### config.mk
export PLATFORM = sky130hd
export DESIGN_NAME = frame_clear_sequencer
export DESIGN_NICKNAME = d
export VERILOG_FILES = /design/src/rtl/fbc_pkg.sv /design/src/rtl/fbc_sweep_counter.sv /design/src/rtl/fbc_phase_ctrl.sv /design/src/rtl/fbc_client_slot.sv /design/src/rtl/fbc_launch_stage.sv /design/src/rtl/frame_clear_sequencer.sv
export SDC_FILE = /design/constraint.sdc
export NUM_CORES = 1
export LEC_CHECK = 0
export BUFFER_PORTS_ARGS = -buffer_cell sky130_fd_sc_hd__buf_2
export CELL_PAD_IN_SITES_DETAIL_PLACEMENT = 0
export CELL_PAD_IN_SITES_GLOBAL_PLACEMENT = 1
export CORE_MARGIN = 2
export CORE_UTILIZATION = 50
export CTS_CLUSTER_DIAMETER = 60
export DETAILED_ROUTE_END_ITERATION = 8
export PLACE_DENSITY_LB_ADDON = 0.1
export SLEW_MARGIN = 20
export SYNTH_ARGS = -nofsm -noshare
export SYNTH_HDL_FRONTEND = slang
export SYNTH_HIERARCHICAL = 1
export SYNTH_SLANG_ARGS = --single-unit
export TNS_END_PERCENT = 5
### constraint.sdc
create_clock -name clk -period 4.9 [get_ports clk]
set_input_delay 0.98 -clock clk [delete_from_list [all_inputs] [get_ports clk]]
set_output_delay 0.98 -clock clk [all_outputs]
set_load 0.02 [all_outputs]
### src/rtl/fbc_pkg.sv
package fbc_pkg;

   typedef enum logic {
      PH_CLEAR = 1'b0,
      PH_DRAW  = 1'b1
   } fbc_phase_e;

endpackage

### src/rtl/fbc_sweep_counter.sv
module fbc_sweep_counter #(
   parameter int DEPTH  = 76800,
   parameter int ADDR_W = 17
) (
   input  logic              clk,
   input  logic              rst_n,
   input  logic              run,
   output logic [ADDR_W-1:0] addr,
   output logic              beat,
   output logic              last_beat
);

   localparam logic [ADDR_W-1:0] LAST_ADDR = ADDR_W'(DEPTH - 1);

   assign last_beat = run && beat && (addr == LAST_ADDR);

   always_ff @(posedge clk or negedge rst_n) begin
      if (!rst_n) begin
         addr <= '0;
         beat <= 1'b0;
      end else if (!run) begin
         addr <= '0;
         beat <= 1'b0;
      end else begin
         beat <= ~beat;
         if (beat) begin
            addr <= (addr == LAST_ADDR) ? '0 : addr + 1'b1;
         end
      end
   end

   assert_addr_range_R2: assert property (@(posedge clk) disable iff (!rst_n)
      addr <= LAST_ADDR)
      else $error("sweep address out of range");

   assert_addr_holds_R2: assert property (@(posedge clk) disable iff (!rst_n)
      (run && !beat) |=> (addr == $past(addr)))
      else $error("sweep address moved after a single beat");

endmodule

### src/rtl/fbc_phase_ctrl.sv
module fbc_phase_ctrl import fbc_pkg::*; #(
   parameter int DRAW_CYCLES = 153446400
) (
   input  logic       clk,
   input  logic       rst_n,
   input  logic       sweep_last,
   output fbc_phase_e phase,
   output logic       draw_tail,
   output logic       sweep_done
);

   localparam int CNT_W = $clog2(DRAW_CYCLES);
   localparam logic [CNT_W-1:0] CNT_LAST = CNT_W'(DRAW_CYCLES - 1);
   localparam logic [CNT_W-1:0] CNT_TAIL = CNT_W'(DRAW_CYCLES - 2);

   logic [CNT_W-1:0] draw_cnt;

   assign draw_tail = (phase == PH_DRAW) && (draw_cnt >= CNT_TAIL);

   always_ff @(posedge clk or negedge rst_n) begin
      if (!rst_n) begin
         phase      <= PH_CLEAR;
         draw_cnt   <= '0;
         sweep_done <= 1'b0;
      end else begin
         sweep_done <= 1'b0;
         case (phase)
            PH_CLEAR: begin
               draw_cnt <= '0;
               if (sweep_last) begin
                  phase      <= PH_DRAW;
                  sweep_done <= 1'b1;
               end
            end
            default: begin
               if (draw_cnt == CNT_LAST) begin
                  phase    <= PH_CLEAR;
                  draw_cnt <= '0;
               end else begin
                  draw_cnt <= draw_cnt + 1'b1;
               end
            end
         endcase
      end
   end

   assert_done_single_R4: assert property (@(posedge clk) disable iff (!rst_n)
      sweep_done |=> !sweep_done)
      else $error("sweep_done longer than one cycle");

   assert_done_opens_draw_R4: assert property (@(posedge clk) disable iff (!rst_n)
      sweep_done |-> (phase == PH_DRAW && draw_cnt == '0))
      else $error("sweep_done outside the first draw cycle");

endmodule

### src/rtl/fbc_client_slot.sv
module fbc_client_slot #(
   parameter int ADDR_W = 17,
   parameter int PIX_W  = 16
) (
   input  logic              clk,
   input  logic              rst_n,
   input  logic              accept,
   input  logic [ADDR_W-1:0] req_addr,
   input  logic [PIX_W-1:0]  req_data,
   output logic              we,
   output logic              first,
   output logic [ADDR_W-1:0] addr,
   output logic [PIX_W-1:0]  data
);

   always_ff @(posedge clk or negedge rst_n) begin
      if (!rst_n) begin
         we    <= 1'b0;
         first <= 1'b0;
         addr  <= '0;
         data  <= '0;
      end else if (accept) begin
         we    <= 1'b1;
         first <= 1'b1;
         addr  <= req_addr;
         data  <= req_data;
      end else if (we && first) begin
         first <= 1'b0;
      end else begin
         we    <= 1'b0;
         first <= 1'b0;
      end
   end

   assert_slot_load_R6: assert property (@(posedge clk) disable iff (!rst_n)
      accept |=> (we && first && addr == $past(req_addr) && data == $past(req_data)))
      else $error("accepted write not loaded");

   assert_slot_hold_R6: assert property (@(posedge clk) disable iff (!rst_n)
      (we && first) |=> (we && !first && $stable(addr) && $stable(data)))
      else $error("client write not held for its second beat");

endmodule

### src/rtl/fbc_launch_stage.sv
module fbc_launch_stage #(
   parameter int ADDR_W         = 17,
   parameter int PIX_W          = 16,
   parameter bit LAUNCH_ON_FALL = 1'b1
) (
   input  logic              clk,
   input  logic              rst_n,
   input  logic              we_in,
   input  logic [ADDR_W-1:0] addr_in,
   input  logic [PIX_W-1:0]  data_in,
   output logic              we_out,
   output logic [ADDR_W-1:0] addr_out,
   output logic [PIX_W-1:0]  data_out
);

   generate
      if (LAUNCH_ON_FALL) begin : g_fall
         always_ff @(negedge clk or negedge rst_n) begin
            if (!rst_n) begin
               we_out   <= 1'b0;
               addr_out <= '0;
               data_out <= '0;
            end else begin
               we_out   <= we_in;
               addr_out <= addr_in;
               data_out <= data_in;
            end
         end
      end else begin : g_direct
         assign we_out   = we_in;
         assign addr_out = addr_in;
         assign data_out = data_in;
      end
   endgenerate

endmodule

### src/rtl/frame_clear_sequencer.sv
module frame_clear_sequencer import fbc_pkg::*; #(
   parameter int               H_PIXELS       = 320,
   parameter int               V_PIXELS       = 240,
   parameter int               PIX_W          = 16,
   parameter int               DRAW_CYCLES    = 153446400,
   parameter logic [PIX_W-1:0] CLEAR_VAL      = '0,
   parameter bit               LAUNCH_ON_FALL = 1'b1,
   localparam int              DEPTH          = H_PIXELS * V_PIXELS,
   localparam int              ADDR_W         = (DEPTH > 1) ? $clog2(DEPTH) : 1
) (
   input  logic              clk,
   input  logic              rst_n,
   input  logic              req_valid,
   input  logic [ADDR_W-1:0] req_addr,
   input  logic [PIX_W-1:0]  req_data,
   output logic              req_accept,
   output logic              busy,
   output logic              mem_we,
   output logic [ADDR_W-1:0] mem_addr,
   output logic [PIX_W-1:0]  mem_data,
   output logic              draw_phase,
   output logic              sweep_done
);

   generate
      if (DEPTH < 2) begin : g_bad_depth
         $error("frame must hold at least two pixels");
      end
      if (DRAW_CYCLES < 4) begin : g_bad_draw
         $error("DRAW_CYCLES must be at least 4");
      end
      if (PIX_W < 1) begin : g_bad_width
         $error("PIX_W must be positive");
      end
   endgenerate

   fbc_phase_e        phase;
   logic              draw_tail;
   logic [ADDR_W-1:0] sw_addr;
   logic              sw_beat;
   logic              sw_last;
   logic              cl_we;
   logic              cl_first;
   logic [ADDR_W-1:0] cl_addr;
   logic [PIX_W-1:0]  cl_data;
   logic              int_we;
   logic [ADDR_W-1:0] int_addr;
   logic [PIX_W-1:0]  int_data;

   assign draw_phase = (phase == PH_DRAW);
   assign busy       = !draw_phase || (cl_we && cl_first) || draw_tail;
   assign req_accept = req_valid && !busy;

   fbc_sweep_counter #(
      .DEPTH  (DEPTH),
      .ADDR_W (ADDR_W)
   ) u_sweep (
      .clk       (clk),
      .rst_n     (rst_n),
      .run       (!draw_phase),
      .addr      (sw_addr),
      .beat      (sw_beat),
      .last_beat (sw_last)
   );

   fbc_phase_ctrl #(
      .DRAW_CYCLES (DRAW_CYCLES)
   ) u_phase (
      .clk        (clk),
      .rst_n      (rst_n),
      .sweep_last (sw_last),
      .phase      (phase),
      .draw_tail  (draw_tail),
      .sweep_done (sweep_done)
   );

   fbc_client_slot #(
      .ADDR_W (ADDR_W),
      .PIX_W  (PIX_W)
   ) u_slot (
      .clk      (clk),
      .rst_n    (rst_n),
      .accept   (req_accept),
      .req_addr (req_addr),
      .req_data (req_data),
      .we       (cl_we),
      .first    (cl_first),
      .addr     (cl_addr),
      .data     (cl_data)
   );

   always_comb begin
      if (draw_phase) begin
         int_we   = cl_we;
         int_addr = cl_addr;
         int_data = cl_data;
      end else begin
         int_we   = 1'b1;
         int_addr = sw_addr;
         int_data = CLEAR_VAL;
      end
   end

   fbc_launch_stage #(
      .ADDR_W         (ADDR_W),
      .PIX_W          (PIX_W),
      .LAUNCH_ON_FALL (LAUNCH_ON_FALL)
   ) u_launch (
      .clk      (clk),
      .rst_n    (rst_n),
      .we_in    (int_we),
      .addr_in  (int_addr),
      .data_in  (int_data),
      .we_out   (mem_we),
      .addr_out (mem_addr),
      .data_out (mem_data)
   );

   assert_clear_no_accept_R5: assert property (@(posedge clk) disable iff (!rst_n)
      !draw_phase |-> !req_accept)
      else $error("request accepted during clear sweep");

   assert_tail_no_accept_R9: assert property (@(posedge clk) disable iff (!rst_n)
      draw_tail |-> !req_accept)
      else $error("request accepted in draw tail");

   assert_sweep_starts_zero_R3: assert property (@(posedge clk) disable iff (!rst_n)
      $fell(draw_phase) |-> (sw_addr == '0 && !sw_beat))
      else $error("sweep did not restart at address zero");

   assert_clear_stream_R2: assert property (@(posedge clk) disable iff (!rst_n)
      (!draw_phase && !sw_last) |=> (!draw_phase && int_we))
      else $error("clear sweep ended early");

endmodule

Word-level counts from Yosys, hierarchy flattened:

Cells that the tools add are included.

* bits in registers: 117
* bits of input ports: 36
* output and inout port bits: 38
* logic and storage cells: 45

* add/sub/neg operators: 2
* magnitude comparators: 1
* equality and inequality tests: 3
* multiplexer cells: 16
* bitwise operators: 1
* reductions and logical operators: 10

Operator list (count)
* 17-bit two-way mux: 4
* 28-bit two-way mux: 2
* 28-bit by 1-bit adder with 28-bit output (second input constant): 1
* 28-bit == test (second input constant): 1
* 28-bit >= comparator (second input constant): 1
* 17-bit by 1-bit adder with 17-bit output (second input constant): 1
* 17-bit == test (second input constant): 1
* 16-bit two-way mux: 1
* 1-bit two-way mux: 9
* 1-bit logical AND: 5
* 1-bit logical NOT: 2
* 1-bit logical OR: 2
* 2-bit inequality test (second input constant): 1
* 2-bit nonzero test: 1
* 1-bit inverter: 1

Depth between registers and ports, before layout:

Gate-level depths: netlist of the first run.

* depth in word-level cells: 6
* depth in mapped cells: 10
* depth with buffers taken out: 8

Modules after synthesis:

Netlist of the first run, hierarchy kept.

Modules (own cells, without submodules)
* fbc_phase_ctrl: times used 1, cells each 194, area each 1779.2 µm², sequential area each 750.7 µm²
* fbc_client_slot: times used 1, cells each 73, area each 1435.1 µm², sequential area each 875.8 µm²
* fbc_sweep_counter: times used 1, cells each 107, area each 1038.5 µm², sequential area each 450.4 µm²
* fbc_launch_stage: times used 1, cells each 34, area each 850.8 µm², sequential area each 850.8 µm²
* frame_clear_sequencer: times used 1, cells each 42, area each 400.4 µm², sequential area each 0.0 µm²

==> impl_metrics.ini, run 1 <==
[status]
status = finished, final reports clean

[run]
maxCapViolations = 0

[power_and_ir_drop]
p_leak_nw = 3.03
power_density_nw_per_um2 = 343
fin_total_pwr_w = 0.00226
peakVddDrop_mv = 0.290

[sta]
finalSetupViolCount = 0
worst_slew_pin_slew_ps = 828
rsz0062_at_grt = false
drv_slew = 0
hold_violations = 0
fin_ws_ps = 455
slew_headroom = 0.448
tns_ps = 0
skew_ps = 74.4

[grt]
grt_max_degree = 39
grt_pass1_wl_mm = 18.9
grt_pass1_vias = 3773
grt.overflow.total = 0
antenna_found_initial = 0
grt_util_all_layers = 0.212

[clock_tree]
cts_tree = built
ctsHtreeMaxLevel = 4
cts_buffer_depth = 2
cts-root-buf = clkbuf_8
path_clk_slew_ps = 60
clock-sinks = 117
cts_buffers = 17
cts_setup_buffers = 0
worstSkewPairLatency_ps = 520
cts_resized = 0
cts_hold_buffers = 0

[placed_design]
port_buffers = 73
pre_cts_slack_ps = 931
hpwl_mm = 7.51
place_area_um2 = 5960
dp_cells = 651
place_congestion = 0.817

[yosys]
netlist.area_leader.share = 0.377
synthDistinctLibCells = 65
synth_area_leaders = dfrtp_1, dfrtn_1, mux2_4
seq_area_frac_synth = 0.532
syn_area_per_cell_um2 = 12.2
synthTopCellsByCount = dfrtp_1, mux2_4, dfrtn_1, nand2_1, nor2_1
async_flop_share = 1.00
post-synth-top-area-cell = dfrtp_1
syn_inst = 450
synth_area_um2 = 5500
synth_warnings = 6
synth_edf_count = 0
synth.most_common_cell = dfrtp_1
synth-main-ff-cell = dfrtp_1
ys_ff_latch = 117
mappedNetlistNets = 489

[worst_setup_path]
cp.required_ps = 3920
cp_data_arrival_time_ps = 3470
path_buf_inv = 1
crit_path_start_kind = register
crit_family = flip-flops
r2r_cells = 2
cp_slowest_cell = dfrtn_1
endpoint_kind = output port
path_depth = 1
worstSetupPathType = register to output port
crit_path_max_fanout = 1
crit_chain = buf_2
r2r_slack_ps = 1000
critical-path-max-stage-delay_ps = 400

[floorplan]
core-area_um2 = 10800
dieArea_um2 = 11900
io_pins = 74
die_h_um = 109
start_util = 0.510
fp.dieW_um = 109
rows = 38

[route]
routed_wl_mm = 11.3
avgRoutedWirePerCell_um = 16.5
drtIter0Drc = 211
via_per_inst = 5.49
dr.pass1.iters = 4
ant_nets = 0
num_vias = 3750
remaining_drc_errors = 0

[final_layout]
n_antenna_cell = 0
area_growth_pct = 19.6
design_area_um2 = 6580
drive_gt1_frac = 0.326
fin_cells = 683
nets = 569

[hold_path]
hold_path_class = input pin to async pin
-- power breakdown --
group	total [W]	internal (W)	switching [W]
clock network	0.00125	0.000833	0.000417
logic	0.0000391	0.0000152	0.0000239
registers	0.000969	0.000969	0
total	0.00226	0.00182	0.000441
-- layout by cell type, fill, tap and decap left out, drive strengths merged, types with 4 or more instances in the layout --
cell type / netlist / layout
nand2: 28 / 28
or3: 7 / 7
o21ai: 14 / 14
nand4: 11 / 11
o31ai: 8 / 8
xnor2: 10 / 10
dfrtp: 83 / 83
or2: 4 / 4
inv: 11 / 11
and2: 20 / 20
buf: 12 / 80
a21oi: 21 / 21
nor4: 4 / 4
or4: 9 / 9
mux2: 50 / 50
nor2: 23 / 23
clkinv: 0 / 4
dfrtn: 34 / 34
clkbuf: 7 / 27
nand3: 21 / 21
nor3: 10 / 10
nand3b: 4 / 4
a21boi: 4 / 4
and3: 6 / 6
-- logic make-up (layout without fill, tap and decap cells) --
logic type,after synthesis,in the layout,share of synthesized area
and+or+nand+nor,164,164,0.182
AOI/OAI and AO/OA,71,71,0.0884
adders and majority gates,3,3,0.00682
buffers and inverters,30,123,0.0377
xor gates and xnor gates,12,12,0.0191
muxes,53,53,0.134
DFF,117,117,0.532
-- area by class of cell --
cell class                      count  area (µm²)
Fill cell                         882        4210
Sequential cell                   117        2930
Multi-Input combinational cell    303        2370
Clock buffer                       27         567
Timing Repair Buffer               80         445
Tap cell                          140         175
Clock inverter                      5        53.8
Inverter                           11        41.3
-- through the flow --
step | utilization | hold slack [ps]
finish | 0.610 | 335
global route | 0.610 | 319
CTS | 0.610 | 312
detailed placement | 0.552 | 484
global placement | 0.552 | 459
floorplan | - | 449
-- metal layers --
metal,part of all wire,vias to the layer above,routed length (µm),track usage
met3,0.061,11,685,0.0675
met1,0.50,1838,5610,0.308
met4,0.012,0,137,0.0714
li1,-,1798,-,-
met5,0,-,0,0
met2,0.43,103,4860,0.299
-- sequential cells by signal, summed over array words and instances, names as in the netlist, 16 cells and up --
signal             count
u_phase/draw_cnt      28
u_sweep/addr          17
u_slot/data           16
u_slot/addr           17
u_launch/data_out     16
u_launch/addr_out     17
-- worst paths after layout --
check                                                   to                       startpoint
min                             u_slot/data[6]$_DFFE_PN0P_                            rst_n
min in group clk                     u_slot/we$_DFFE_PN0P_           u_slot/first$_DFF_PN0_
max                                           mem_addr[15]  u_launch/addr_out[15]$_DFF_NN0_
max reg2reg                      u_launch/we_out$_DFF_NN0_          u_phase/phase$_DFF_PN0_
max in group asynchronous  u_launch/addr_out[12]$_DFF_NN0_                            rst_n
min reg2reg                          u_slot/we$_DFFE_PN0P_           u_slot/first$_DFF_PN0_
No activity file was read; power rests on OpenSTA's default activity.
==> inputs of run 2 (changes only) <==
--- a/config.mk
+++ b/config.mk
@@ -12,6 +12,7 @@
 export CORE_UTILIZATION = 50
 export CTS_CLUSTER_DIAMETER = 60
 export DETAILED_ROUTE_END_ITERATION = 8
+export GPL_TIMING_DRIVEN = 0
 export PLACE_DENSITY_LB_ADDON = 0.1
 export SLEW_MARGIN = 20
 export SYNTH_ARGS = -nofsm -noshare
==> run 2 against run 1 <==
Via count up 3.3%. Highest routed layer unchanged. Clock power up 3%. Clock skew up 0.68 ps. Non-clock buffer count up 13. Die area unchanged. Largest cell class unchanged. Wire length up 4.9%. Clock-buffer cell count down 7.
==> impl_metrics.ini, run 2 (synthesis results as in run 1) <==
[final_layout]
final_cell_mix = dfrtp_1, buf_2, mux2_4
drive_gt1_frac = 0.331
nets = 582
largest-register = u_phase/draw_cnt
n_antenna_cell = 0
largest_reg_flops = 28
design_area_um2 = 6700
area_growth_pct = 21.7
final_util = 0.621
layout_commonest_cell = dfrtp_1

[clock_tree]
worstSkewPairLatency_ps = 530
cts_resized = 0
cts_tree = built
cts_buffers = 17
cts_hold_buffers = 0
cts-root-buf = clkbuf_8
cts_buffer_depth = 2
path_clk_slew_ps = 50
clock-sinks = 117
ctsHtreeMaxLevel = 4
cts_setup_buffers = 0

[route]
routed_wl_mm = 11.8
dr.pass1.iters = 4
via_per_inst = 5.56
avgRoutedWirePerCell_um = 17.0
ant_nets = 0
drtIter0Drc = 252
num_vias = 3873
remaining_drc_errors = 0

[floorplan]
rows = 38
fp.dieW_um = 109
dieArea_um2 = 11900
start_util = 0.510
io_pins = 74
die_h_um = 109
core-area_um2 = 10800

[placed_design]
hpwl_mm = 7.94
pre_cts_slack_ps = 803
place_congestion = 0.847
place_area_um2 = 6080
port_buffers = 73

[grt]
grt_pass1_wl_mm = 19.6
grt.overflow.total = 0
grt_max_degree = 73
antenna_found_initial = 0
grt_util_all_layers = 0.219
grt_pass1_vias = 3846

[worst_setup_path]
crit_family = flip-flops
crit_start = u_launch/addr_out[10]$_DFF_NN0_
r2r-start = u_phase/phase$_DFF_PN0_
r2r_cells = 3
r2r_slack_ps = 970
cp_data_arrival_time_ps = 3470
worstReg2RegEnd = u_launch/addr_out[11]$_DFF_NN0_
worstSetupPathType = register to output port
critPathCapture = mem_addr[10]
crit_chain = buf_2
path_buf_inv = 1
critical-path-max-stage-delay_ps = 400
crit_path_start_kind = register
cp.required_ps = 3920
path_depth = 1
endpoint_kind = output port
crit_path_max_fanout = 1
cp_slowest_cell = dfrtn_1

[sta]
fin_ws_ps = 447
finalSetupViolCount = 0
worst_slew_pin_slew_ps = 662
holdWs_ps = 479
skew_ps = 75.0
rsz0062_at_grt = false
slew_headroom = 0.559
tns_ps = 0
hold_violations = 0
drv_slew = 0

[run]
maxCapViolations = 0

[power_and_ir_drop]
p_leak_nw = 3.08
peakVddDrop_mv = 0.288
power_density_nw_per_um2 = 343

[hold_path]
hold_path_class = input pin to async pin

[status]
status = finished, final reports clean
-- run 2: cell count changes in the layout (fill, tap and decap cells not counted), moves of 2 or more --
cell / change
buf_4: -6
buf_2: +5
buf_6: +4
clkbuf_1: +4
clkbuf_16: -4
bufinv_16: +3
clkinvlp_4: +3
buf_12: +2
inv_6: +2
-- run 2: worst min-delay path by stage --
stage	cells after the start	startpoint	slack [ps]	end
after global routing	1	rst_n	510	u_slot/data[3]$_DFFE_PN0P_
after CTS	1	rst_n	480	u_slot/data[5]$_DFFE_PN0P_
after detailed placement	1	u_slot/first$_DFF_PN0_	470	u_slot/we$_DFFE_PN0P_
after global placement	1	u_slot/first$_DFF_PN0_	460	u_slot/we$_DFFE_PN0P_
final	1	rst_n	480	u_slot/data[3]$_DFFE_PN0P_
after floorplan	1	u_slot/first$_DFF_PN0_	450	u_slot/we$_DFFE_PN0P_
-- run 2: stage by stage --
stage,instances,total power [W]
after CTS,696,0.00233
final,696,0.00230
after global placement,663,0.00102
after global routing,696,0.00238
after detailed placement,664,0.00102
after floorplan,450,0.000986
-- run 2: routing by layer --
metal | wire length (µm) | vias up | global-route usage
met4 | 97 | 0 | 0.0769
li1 | - | 1833 | -
met1 | 5860 | 1917 | 0.311
met5 | 0 | - | 0
met2 | 5230 | 115 | 0.314
met3 | 665 | 8 | 0.0705
-- run 2: where the power goes --
part / internal [W] / switching (W) / leakage, nW
Sequential: 0.000969 / 0 / 1.61
Clock: 0.000852 / 0.000439 / 0.298
Combinational: 0.0000130 / 0.0000228 / 1.17
Total: 0.00183 / 0.000462 / 3.08
-- run 2: final cells by class --
class	count	area [µm²]
sequential	117	2930
fill	860	4090
clock inverter	12	175
buffer	19	166
multi-input combinational	303	2370
tap	140	175
clock buffer	20	445
inverter	11	41.3
timing repair buffer	74	399
